`src/rtl/lpk_pkg.sv`:
```
package lpk_pkg;
  typedef enum logic [1:0] {
    ST_COLLECT = 2'd0,
    ST_WROUT   = 2'd1,
    ST_RDCMD   = 2'd2,
    ST_RDDATA  = 2'd3
  } lpk_state_e;
endpackage

```
`src/rtl/lpk_rst_sync.sv`:
```
module lpk_rst_sync (
  input  logic clk,
  input  logic rst_n,
  output logic rst_sync_n
);
  logic meta_q;
  logic hold_q;

  always_ff @(posedge clk or negedge rst_n) begin
    if (!rst_n) begin
      meta_q <= 1'b0;
      hold_q <= 1'b0;
    end else begin
      meta_q <= 1'b1;
      hold_q <= meta_q;
    end
  end

  assign rst_sync_n = hold_q;
endmodule

```
`src/rtl/lpk_lane_acc.sv`:
```
module lpk_lane_acc #(
  parameter int NW    = 8,
  parameter int RATIO = 4,
  parameter int LBW   = 2
) (
  input  logic                clk,
  input  logic                rst_n,
  input  logic                wr_en,
  input  logic [LBW-1:0]      lane,
  input  logic [NW-1:0]       wdata,
  input  logic                clr,
  output logic [NW*RATIO-1:0] acc,
  output logic [RATIO-1:0]    mask
);
  for (genvar g = 0; g < RATIO; g++) begin : g_lane
    logic          hit;
    logic          en;
    logic [NW-1:0] data_d;
    logic [NW-1:0] data_q;
    logic          bit_d;
    logic          bit_q;

    always_comb begin
      hit    = wr_en && (lane == LBW'(g));
      en     = clr || hit;
      data_d = clr ? '0 : wdata;
      bit_d  = !clr;
    end

    always_ff @(posedge clk or negedge rst_n) begin
      if (!rst_n) begin
        data_q <= '0;
        bit_q  <= 1'b0;
      end else if (en) begin
        data_q <= data_d;
        bit_q  <= bit_d;
      end
    end

    assign acc[g*NW +: NW] = data_q;
    assign mask[g]         = bit_q;
  end


  lane_set_chk: assert property (@(posedge clk) disable iff (!rst_n)
    (wr_en && !clr) |=> mask[$past(lane)]);


  clear_chk: assert property (@(posedge clk) disable iff (!rst_n)
    clr |=> (mask == '0));
endmodule

```
`src/rtl/lpk_lane_sel.sv`:
```
module lpk_lane_sel #(
  parameter int NW    = 8,
  parameter int RATIO = 4,
  parameter int LBW   = 2
) (
  input  logic [NW*RATIO-1:0] wide,
  input  logic [LBW-1:0]      sel,
  output logic [NW-1:0]       narrow
);
  if (RATIO == 1) begin : g_pass
    assign narrow = wide;
  end else begin : g_mux
    logic [NW-1:0] slices [RATIO];
    for (genvar g = 0; g < RATIO; g++) begin : g_slice
      assign slices[g] = wide[g*NW +: NW];
    end
    assign narrow = slices[sel];
  end
endmodule

```
`src/rtl/lpk_ctrl.sv`:
```
module lpk_ctrl
  import lpk_pkg::*;
#(
  parameter int RATIO = 4,
  parameter int LBW   = 2,
  parameter int WAW   = 4
) (
  input  logic             clk,
  input  logic             rst_n,
  input  logic             u_cmd_valid,
  input  logic             u_cmd_we,
  input  logic [WAW-1:0]   c_waddr,
  input  logic [LBW-1:0]   c_lane,
  input  logic             u_flush,
  input  logic [RATIO-1:0] mask,
  output logic             u_cmd_ready,
  output logic             acc_wr,
  output logic             acc_clr,
  output logic             w_cmd_valid,
  input  logic             w_cmd_ready,
  output logic             w_cmd_we,
  output logic [WAW-1:0]   w_cmd_addr,
  output logic             w_wdata_valid,
  input  logic             w_wdata_ready,
  input  logic             w_rdata_valid,
  output logic             w_rdata_ready,
  output logic             u_rdata_valid,
  input  logic             u_rdata_ready,
  output logic [LBW-1:0]   sel_lane
);
  lpk_state_e       state_q, state_d;
  logic [WAW-1:0]   addr_q, addr_d;
  logic             addr_en;
  logic [LBW-1:0]   lane_q, lane_d;
  logic             lane_en;
  logic             cdone_q, cdone_d;
  logic             ddone_q, ddone_d;
  logic             pend;
  logic             same;
  logic             cfin;
  logic             dfin;
  logic [RATIO-1:0] lane_bit;
  logic [RATIO-1:0] next_mask;

  always_comb begin
    pend          = |mask;
    same          = (c_waddr == addr_q);
    lane_bit      = RATIO'(1) << c_lane;
    state_d       = state_q;
    addr_d        = addr_q;
    addr_en       = 1'b0;
    lane_d        = lane_q;
    lane_en       = 1'b0;
    cdone_d       = cdone_q;
    ddone_d       = ddone_q;
    u_cmd_ready   = 1'b0;
    acc_wr        = 1'b0;
    acc_clr       = 1'b0;
    w_cmd_valid   = 1'b0;
    w_cmd_we      = 1'b0;
    w_wdata_valid = 1'b0;
    w_rdata_ready = 1'b0;
    u_rdata_valid = 1'b0;
    cfin          = 1'b0;
    dfin          = 1'b0;
    next_mask     = mask;
    unique case (state_q)
      ST_COLLECT: begin
        u_cmd_ready = u_cmd_we ? (!pend || same) : !pend;
        acc_wr      = u_cmd_valid && u_cmd_ready && u_cmd_we;
        next_mask   = mask | (acc_wr ? lane_bit : '0);
        if (acc_wr && !pend) begin
          addr_d  = c_waddr;
          addr_en = 1'b1;
        end
        if (u_cmd_valid && u_cmd_ready && !u_cmd_we) begin
          addr_d  = c_waddr;
          addr_en = 1'b1;
          lane_d  = c_lane;
          lane_en = 1'b1;
          state_d = ST_RDCMD;
        end else if ((&next_mask) || (u_flush && (|next_mask)) ||
                     (u_cmd_valid && !u_cmd_ready)) begin
          state_d = ST_WROUT;
        end
      end
      ST_WROUT: begin
        w_cmd_valid   = !cdone_q;
        w_cmd_we      = 1'b1;
        w_wdata_valid = !ddone_q;
        cfin          = cdone_q || w_cmd_ready;
        dfin          = ddone_q || w_wdata_ready;
        if (cfin && dfin) begin
          acc_clr = 1'b1;
          cdone_d = 1'b0;
          ddone_d = 1'b0;
          state_d = ST_COLLECT;
        end else begin
          cdone_d = cfin;
          ddone_d = dfin;
        end
      end
      ST_RDCMD: begin
        w_cmd_valid = 1'b1;
        if (w_cmd_ready) state_d = ST_RDDATA;
      end
      default: begin
        u_rdata_valid = w_rdata_valid;
        w_rdata_ready = u_rdata_ready;
        if (w_rdata_valid && u_rdata_ready) state_d = ST_COLLECT;
      end
    endcase
  end

  always_ff @(posedge clk or negedge rst_n) begin
    if (!rst_n) begin
      state_q <= ST_COLLECT;
      cdone_q <= 1'b0;
      ddone_q <= 1'b0;
    end else begin
      state_q <= state_d;
      cdone_q <= cdone_d;
      ddone_q <= ddone_d;
    end
  end

  always_ff @(posedge clk or negedge rst_n) begin
    if (!rst_n) begin
      addr_q <= '0;
    end else if (addr_en) begin
      addr_q <= addr_d;
    end
  end

  always_ff @(posedge clk or negedge rst_n) begin
    if (!rst_n) begin
      lane_q <= '0;
    end else if (lane_en) begin
      lane_q <= lane_d;
    end
  end

  assign w_cmd_addr = addr_q;
  assign sel_lane   = lane_q;


  wcmd_hold_chk: assert property (@(posedge clk) disable iff (!rst_n)
    (w_cmd_valid && !w_cmd_ready) |=>
      (w_cmd_valid && $stable(w_cmd_addr) && $stable(w_cmd_we)));


  no_accept_during_out_chk: assert property (@(posedge clk) disable iff (!rst_n)
    (w_cmd_valid && w_cmd_we) |-> !u_cmd_ready);


  rd_one_outstanding_chk: assert property (@(posedge clk) disable iff (!rst_n)
    u_rdata_valid |-> !u_cmd_ready);
endmodule

```
`src/rtl/lane_packer.sv`:
```
module lane_packer #(
  parameter  int NW    = 8,
  parameter  int WW    = 32,
  parameter  int AW    = 6,
  localparam int RATIO = WW / NW,
  localparam int LB    = $clog2(RATIO),
  localparam int LBW   = (LB == 0) ? 1 : LB,
  localparam int WAW   = AW - LB
) (
  input  logic             clk,
  input  logic             rst_n,
  input  logic             u_cmd_valid,
  output logic             u_cmd_ready,
  input  logic             u_cmd_we,
  input  logic [AW-1:0]    u_cmd_addr,
  input  logic [NW-1:0]    u_cmd_wdata,
  input  logic             u_flush,
  output logic             u_rdata_valid,
  input  logic             u_rdata_ready,
  output logic [NW-1:0]    u_rdata,
  output logic             w_cmd_valid,
  input  logic             w_cmd_ready,
  output logic             w_cmd_we,
  output logic [WAW-1:0]   w_cmd_addr,
  output logic             w_wdata_valid,
  input  logic             w_wdata_ready,
  output logic [WW-1:0]    w_wdata,
  output logic [RATIO-1:0] w_wdata_mask,
  input  logic             w_rdata_valid,
  output logic             w_rdata_ready,
  input  logic [WW-1:0]    w_rdata
);
  if (((WW % NW) != 0) || ((RATIO & (RATIO - 1)) != 0)) begin : g_bad_ratio
    $error("lane_packer: WW must be a power-of-two whole multiple of NW");
  end

  logic             rst_ln;
  logic [WAW-1:0]   c_waddr;
  logic [LBW-1:0]   c_lane;
  logic             acc_wr;
  logic             acc_clr;
  logic [RATIO-1:0] mask;
  logic [LBW-1:0]   sel_lane;

  if (RATIO == 1) begin : g_r1
    assign c_waddr = u_cmd_addr;
    assign c_lane  = '0;
  end else begin : g_rn
    assign c_waddr = u_cmd_addr[AW-1:LB];
    assign c_lane  = u_cmd_addr[LB-1:0];
  end

  lpk_rst_sync u_rst (
    .clk        (clk),
    .rst_n      (rst_n),
    .rst_sync_n (rst_ln)
  );

  lpk_lane_acc #(.NW(NW), .RATIO(RATIO), .LBW(LBW)) u_acc (
    .clk   (clk),
    .rst_n (rst_ln),
    .wr_en (acc_wr),
    .lane  (c_lane),
    .wdata (u_cmd_wdata),
    .clr   (acc_clr),
    .acc   (w_wdata),
    .mask  (mask)
  );

  lpk_ctrl #(.RATIO(RATIO), .LBW(LBW), .WAW(WAW)) u_ctrl (
    .clk           (clk),
    .rst_n         (rst_ln),
    .u_cmd_valid   (u_cmd_valid),
    .u_cmd_we      (u_cmd_we),
    .c_waddr       (c_waddr),
    .c_lane        (c_lane),
    .u_flush       (u_flush),
    .mask          (mask),
    .u_cmd_ready   (u_cmd_ready),
    .acc_wr        (acc_wr),
    .acc_clr       (acc_clr),
    .w_cmd_valid   (w_cmd_valid),
    .w_cmd_ready   (w_cmd_ready),
    .w_cmd_we      (w_cmd_we),
    .w_cmd_addr    (w_cmd_addr),
    .w_wdata_valid (w_wdata_valid),
    .w_wdata_ready (w_wdata_ready),
    .w_rdata_valid (w_rdata_valid),
    .w_rdata_ready (w_rdata_ready),
    .u_rdata_valid (u_rdata_valid),
    .u_rdata_ready (u_rdata_ready),
    .sel_lane      (sel_lane)
  );

  lpk_lane_sel #(.NW(NW), .RATIO(RATIO), .LBW(LBW)) u_sel (
    .wide   (w_rdata),
    .sel    (sel_lane),
    .narrow (u_rdata)
  );

  assign w_wdata_mask = mask;


  wr_mask_nonzero_chk: assert property (@(posedge clk) disable iff (!rst_ln)
    w_wdata_valid |-> (|w_wdata_mask));


  wdat_hold_chk: assert property (@(posedge clk) disable iff (!rst_ln)
    (w_wdata_valid && !w_wdata_ready) |=>
      (w_wdata_valid && $stable(w_wdata_mask) && $stable(w_wdata)));
endmodule

```
`config.mk`:
```
export PLATFORM = sky130hd
export DESIGN_NAME = lane_packer
export DESIGN_NICKNAME = d
export VERILOG_FILES = /design/src/rtl/lpk_pkg.sv /design/src/rtl/lpk_rst_sync.sv /design/src/rtl/lpk_lane_acc.sv /design/src/rtl/lpk_lane_sel.sv /design/src/rtl/lpk_ctrl.sv /design/src/rtl/lane_packer.sv
export SDC_FILE = /design/constraint.sdc
export NUM_CORES = 1
export LEC_CHECK = 0
export BUFFER_PORTS_ARGS = -buffer_cell sky130_fd_sc_hd__buf_4
export CAP_MARGIN = 20
export CORE_MARGIN = 2
export CORE_UTILIZATION = 48
export CTS_CLUSTER_DIAMETER = 150
export CTS_CLUSTER_SIZE = 16
export DETAILED_ROUTE_END_ITERATION = 10
export PLACE_DENSITY = 0.8
export SLEW_MARGIN = 20
export SYNTH_ARGS = -nofsm -noshare
export SYNTH_HDL_FRONTEND = slang
export SYNTH_SLANG_ARGS = --single-unit
```
`constraint.sdc`:
```
create_clock -name clk -period 2.11 [get_ports clk]
set_input_delay 0.422 -clock clk [delete_from_list [all_inputs] [get_ports clk]]
set_output_delay 0.422 -clock clk [all_outputs]
set_load 0.01 [all_outputs]
```
After elaboration in Yosys (flattened, before gate mapping)
Index checks and enable logic that the tools add are counted.

storage, ports and cells
  register bits after elaboration = 48
  output and inout port bits = 54

operators by class
  order comparisons = 1
  equality and inequality tests = 9
  shift-type cells = 1
  muxes and demuxes = 30
  bitwise logic cells = 2
  reduce and logical (&&, ||, !) cells = 38

operators by type and width
  operator             count
  $mux 8               3
  $bmux 8 s2           1
  $mux 1               16
  $logic_and 1x1->1    12
  $mux 4               3
  $mux 2               5
  $logic_or 1x1->1     9
  $reduce_and 4->1     2
  $reduce_or 4->1      2
  $eq 2x2->1 const B   3
  $logic_not 1->1      6
  $pmux 2 s3           1
  $reduce_and 3->1     2
  $eq 2x1->1 const B   2
  $eq 4x4->1           1
  $logic_not 2->1      2
  $or 4x4->4           1
  $reduce_bool 4->1    1
  $shl 1x2->4 const A  1
  $ge 3x3->1 const B   1
  $ne 3x1->1 const B   1
  $not 2->3            1
  $reduce_or 3->1      1
  $ne 2x1->1 const B   1
  other kinds (3)      3

Logic depth before layout (Yosys ltp)
  depth in word-level cells = 15
  mapped depth = 8
  mapped depth without buffers = 7

Modules after synthesis
Synthesis repeated with hierarchy kept, for this count alone.

second synthesis, totals
  cell total of the unflattened synthesis = 221
  area, all modules = 2597.5 um^2

modules (own cells, without submodules)
  module        instances  cells each  area an instance (um^2)  seq. area each (um^2)
  lpk_lane_acc  1          133         1616.6                   900.9
  lpk_ctrl      1          75          730.7                    250.2
  lpk_lane_sel  1          10          196.4                    0.0
  lpk_rst_sync  1          3           53.8                     50.0

Worst setup path after synthesis
Ideal clock, no wire load.

  kind = register -> output
  start point = register u_ctrl.addr_q[0], in the netlist u_ctrl.w_cmd_addr[0]
  end point = output u_cmd_ready
  arrival time = 1556 ps
  required time = 1688 ps
  path slack = 132 ps
  stages on the path, launching flop included = 7
  path through = dfrtp_1 -> xor2_1 -> nor3_1 -> a21o_1 -> buf_2 -> buf_2 -> and2_1

between the ends
  word-level cells in the longest chain between the ends = 4

RTL lines
  item                    line               RTL
  start, declared         lpk_ctrl.sv:32     logic [WAW-1:0] addr_q, addr_d;
  start signal, assigned  lpk_ctrl.sv:131    addr_q <= addr_d;
  $eq 4x4->1              lpk_ctrl.sv:47     same = (c_waddr == addr_q);
  $logic_or 1x1->1        lpk_ctrl.sv:69     u_cmd_ready = u_cmd_we ? (!pend || same) : !pend;
  $mux 1                  lpk_ctrl.sv:69
  $mux 1                  lpk_ctrl.sv:67     unique case (state_q)
  end, declared           lane_packer.sv:13  output logic u_cmd_ready,

Every way passes these cells.

Worst setup path in the final report
  start point = register u_ctrl.addr_q[2], in the netlist u_ctrl.w_cmd_addr[2]
  end point = output u_cmd_ready

Same word-level chain as after synthesis.

==> flow_metrics.py <==
metrics = {
    "outcome": {
        "outcome": "completed",
    },
    "global_route": {
        "grt_pass1_wl_mm": 11.05,
        "grt-ovfl-total": 0,
        "grt_usage": 0.2319,
        "antenna_found_initial": 0,
        "grt_start_max_net_pins": 47,
        "grt_pass1_vias": 2286,
    },
    "pwr": {
        "powerDensity_mw_per_mm2": 1382,
        "p_sw_frac": 0.4235,
        "p_seq_frac": 0.308,
        "comb_power_share": 0.579,
        "power.leakage_nw": 1.692,
        "p_total_mw": 4.963,
        "power.net_switching_mw": 2.102,
        "peakVddDrop_mv": 0.7515,
        "p_int_mw": 2.861,
        "p_clk_frac": 0.114,
    },
    "timing": {
        "slew_headroom": 0.5771,
        "max_freq_mhz": 483.2,
        "setup_viol": 0,
        "finClkSkew_ns": 0.006413,
        "hold_slack_ns": 0.3382,
        "fin_crit_sh": 0.9808,
        "hold_viol": 0,
        "period_needed_ns": 2.069,
        "slew_violations": 0,
        "tightest_slew_ns": 0.6343,
    },
    "floorplan": {
        "die_h_microns": 76.85,
        "placementRows": 26,
        "die_area_sq_mm": 0.005906,
        "core-area_sq_mm": 0.005107,
        "start_util": 0.4988,
        "fp.dieW_microns": 76.85,
        "pin_count": 109,
    },
    "drt": {
        "avgRoutedWirePerCell_microns": 15.53,
        "finalWirelength_mm": 6.804,
        "initialDrtViolationCount": 228,
        "viasPerCell": 5.610,
        "via_count": 2457,
        "drc": 0,
        "ant_nets": 0,
        "drt_first_pass_iters": 7,
    },
    "synth": {
        "syn-instance-count": 260,
        "synthAdderAreaFrac": 0.01965,
        "synth_seq_cells": 48,
        "synth_edf_count": 0,
        "synth_top_family_by_area": "compound AO/OA/AOI/OAI gates",
        "synth-simple-area-share": 0.1542,
        "avgSynthCellArea_sq_um": 9.798,
        "synth_mux_area_frac": 0.1051,
        "synth-main-ff-cell": "dfrtp_1",
        "ys_seq_area_frac": 0.4715,
        "yosysUniqueCellTypes": 44,
        "synth_nets": 319,
        "synth_xor_area_frac": 0.01375,
        "synth_warnings": 0,
        "synthesis.area_sq_mm": 0.002547,
        "synth_compound_area_frac": 0.1866,
        "async_flop_share": 1.000,
    },
    "min_path": {
        "min_path_type": "register to asynchronous set/reset pin",
    },
    "clock_network": {
        "cts_sinks": 48,
        "clock_latency_ns": 0.30,
        "cts.htree.levels": 2,
        "clk_path_buf_depth": 2,
        "clk_pin_slew_worst_paths_ns": 0.09,
        "cts_made_buffers": 5,
        "cts_tree": "built",
        "cts_root_buf": "clkbuf_8",
    },
    "run": {
        "drv_cap": 0,
    },
    "layout": {
        "area_growth_pct": 40.91,
        "postLayoutCoreUtil": 0.7028,
        "instances_no_fill": 438,
        "nets": 427,
        "antenna_cells": 0,
        "fin_area_sq_mm": 0.003590,
        "drive_gt1_frac": 0.4158,
    },
    "worst_setup_path": {
        "path_cells": "xor2_1 -> nor3_2 -> buf_4 -> a21o_1 -> and2_1 -> buf_4",
        "worstSetupStartpointType": "register",
        "crit_slowest_cell": "dfrtp_1",
        "cpMostUsedCell": "buf_4",
        "critPathArrivalTime_ns": 1.65,
        "slowest_delay_ns": 0.40,
        "end_kind": "output port",
        "crit_path_max_fanout": 3,
        "reg2reg_depth": 5,
        "rrSetupSlack_ns": 0.21,
        "cp.required_ns": 1.69,
        "critical_path_class": "register to output port",
    },
    "placement": {
        "dp_cells": 427,
        "dpl_cell_area_sq_mm": 0.003451,
        "gp_congestion": 0.8064,
        "io_buffers": 108,
        "dp.final_hpwl_mm": 4.943,
    },
}
cells in the final DEF (no fill, tap or decap), types with 2 or more instances in the layout:
| master | instances |
|---|---|
| buf_4 | 121 |
| dfrtp_1 | 46 |
| a21oi_1 | 39 |
| nand3_1 | 35 |
| o21ai_0 | 20 |
| o21ai_1 | 14 |
| nor2_1 | 11 |
| mux4_2 | 8 |
| clkbuf_8 | 6 |
| nand2_1 | 5 |
| o21a_1 | 4 |
| and2_1 | 4 |
| mux2_2 | 4 |
| ha_1 | 4 |
| inv_1 | 3 |
| nor2b_1 | 3 |
| xor2_1 | 3 |
| or2_2 | 3 |
| mux2i_1 | 2 |
| nor3_1 | 2 |
| mux2_1 | 2 |
| dfrtp_2 | 2 |
layer usage:
| layer | wire length [microns] | part of all wire | global-route usage | vias up |
|---|---|---|---|---|
| met5 | 0 | 0 | 0 | - |
| met4 | 129 | 0.019 | 0.06545 | 0 |
| met3 | 413 | 0.061 | 0.04471 | 13 |
| met2 | 3348 | 0.49 | 0.3737 | 99 |
| met1 | 2913 | 0.43 | 0.3214 | 1186 |
| li1 | - | - | - | 1159 |
final timing paths:
kind                                                    from                                to
max in group asynchronous         u_rst.rst_sync_n$_DFF_PN0_    u_ctrl.sel_lane[0]$_DFFE_PN0P_
setup reg to reg           u_acc.g_lane[2].bit_q$_DFFE_PN0P_     u_ctrl.state_q[1]$_DFFE_PN0P_
hold reg to reg                   u_rst.rst_sync_n$_DFF_PN0_  u_ctrl.w_cmd_addr[0]$_DFFE_PN0P_
setup / recovery            u_ctrl.w_cmd_addr[2]$_DFFE_PN0P_                       u_cmd_ready
min in group clk                      u_rst.meta_q$_DFF_PN0_        u_rst.rst_sync_n$_DFF_PN0_
hold / removal                    u_rst.rst_sync_n$_DFF_PN0_  u_ctrl.w_cmd_addr[0]$_DFFE_PN0P_
flip-flops by register name (all words and copies together), names as in the netlist:
name and cells:
u_ctrl.sel_lane 2, u_rst.meta_q 1, u_ctrl.ddone_q 1, u_ctrl.w_cmd_addr 4, u_rst.rst_sync_n 1, u_ctrl.state_q 2, u_acc.g_lane.data_q 32, u_ctrl.cdone_q 1
u_acc.g_lane.bit_q 4
worst max-delay path: cells and delay by family, from the launching register on:
kind	cells	cell delay (ns)
flip-flops	1	0.40
XOR/XNOR	1	0.17
buffers and inverters	2	0.26
AND/OR/NAND/NOR	2	0.34
AO/OA/AOI/OAI	1	0.17
repair_timing:
action	in CTS	in global routing
pin swaps	0	2
gates resized for setup	2	1
endpoints found under the setup margin	9	1
hold buffers	1	0
hold endpoints to repair	2	0
setup buffers	0	3
cell usage after synthesis (2+ instances only):
master	count	area, sq um
clkbuf_1	9	33.78
nor2_1	11	41.29
xor2_1	3	26.28
mux2i_1	2	20.02
buf_1	5	18.77
nand2_1	5	18.77
mux2_1	2	22.52
mux4_2	8	180.2
o21ai_1	14	70.07
and2_1	4	25.02
nor3_1	3	15.01
a21oi_1	40	200.2
buf_4	5	37.54
o21a_1	4	30.03
nand3_1	35	175.2
nor2b_1	3	18.77
buf_2	4	20.02
or2_2	3	18.77
dfrtp_1	48	1201
mux2_2	4	45.04
inv_1	3	11.26
ha_1	4	50.05
o21ai_0	20	100.1
kinds of logic (layout without fill, tap and decap cells):
family | Yosys count | count (layout)
AOI/OAI and AO/OA | 87 | 87
buffers and inverters | 26 | 134
other | 1 | 1
DFF | 48 | 48
adders and majority gates | 4 | 4
muxes | 16 | 16
xor gates and xnor gates | 4 | 4
and+or+nand+nor | 74 | 74
power groups by stage:
stage	clock (mW)	sequential (mW)	combinational (mW)
2_1_floorplan	0	1.53	1.68
3_3_place_gp	0	1.53	2.62
3_5_place_dp	0	1.54	2.76
4_1_cts	0.565	1.52	2.78
5_1_grt	0.602	1.59	3.13
6_report	0.564	1.53	2.87
metrics by stage:
step	setup TNS (ns)	setup WS (ns)
floorplan	0	0.1323
finish	0	0.04052
CTS	-0.02344	-0.02344
global route	-0.03045	-0.03045
global placement	-1.114	-0.07536
detailed placement	0	0.06618
layout make-up:
type / count / area, sq um
Tap cell: 70 / 87.58
Inverter: 3 / 11.26
Timing Repair Buffer: 124 / 953.4
Clock buffer: 6 / 82.58
Multi-Input combinational cell: 186 / 1242
Fill cell: 384 / 1518
Sequential cell: 48 / 1204
Clock inverter: 1 / 8.758
(Power assumes the default switching activity.)
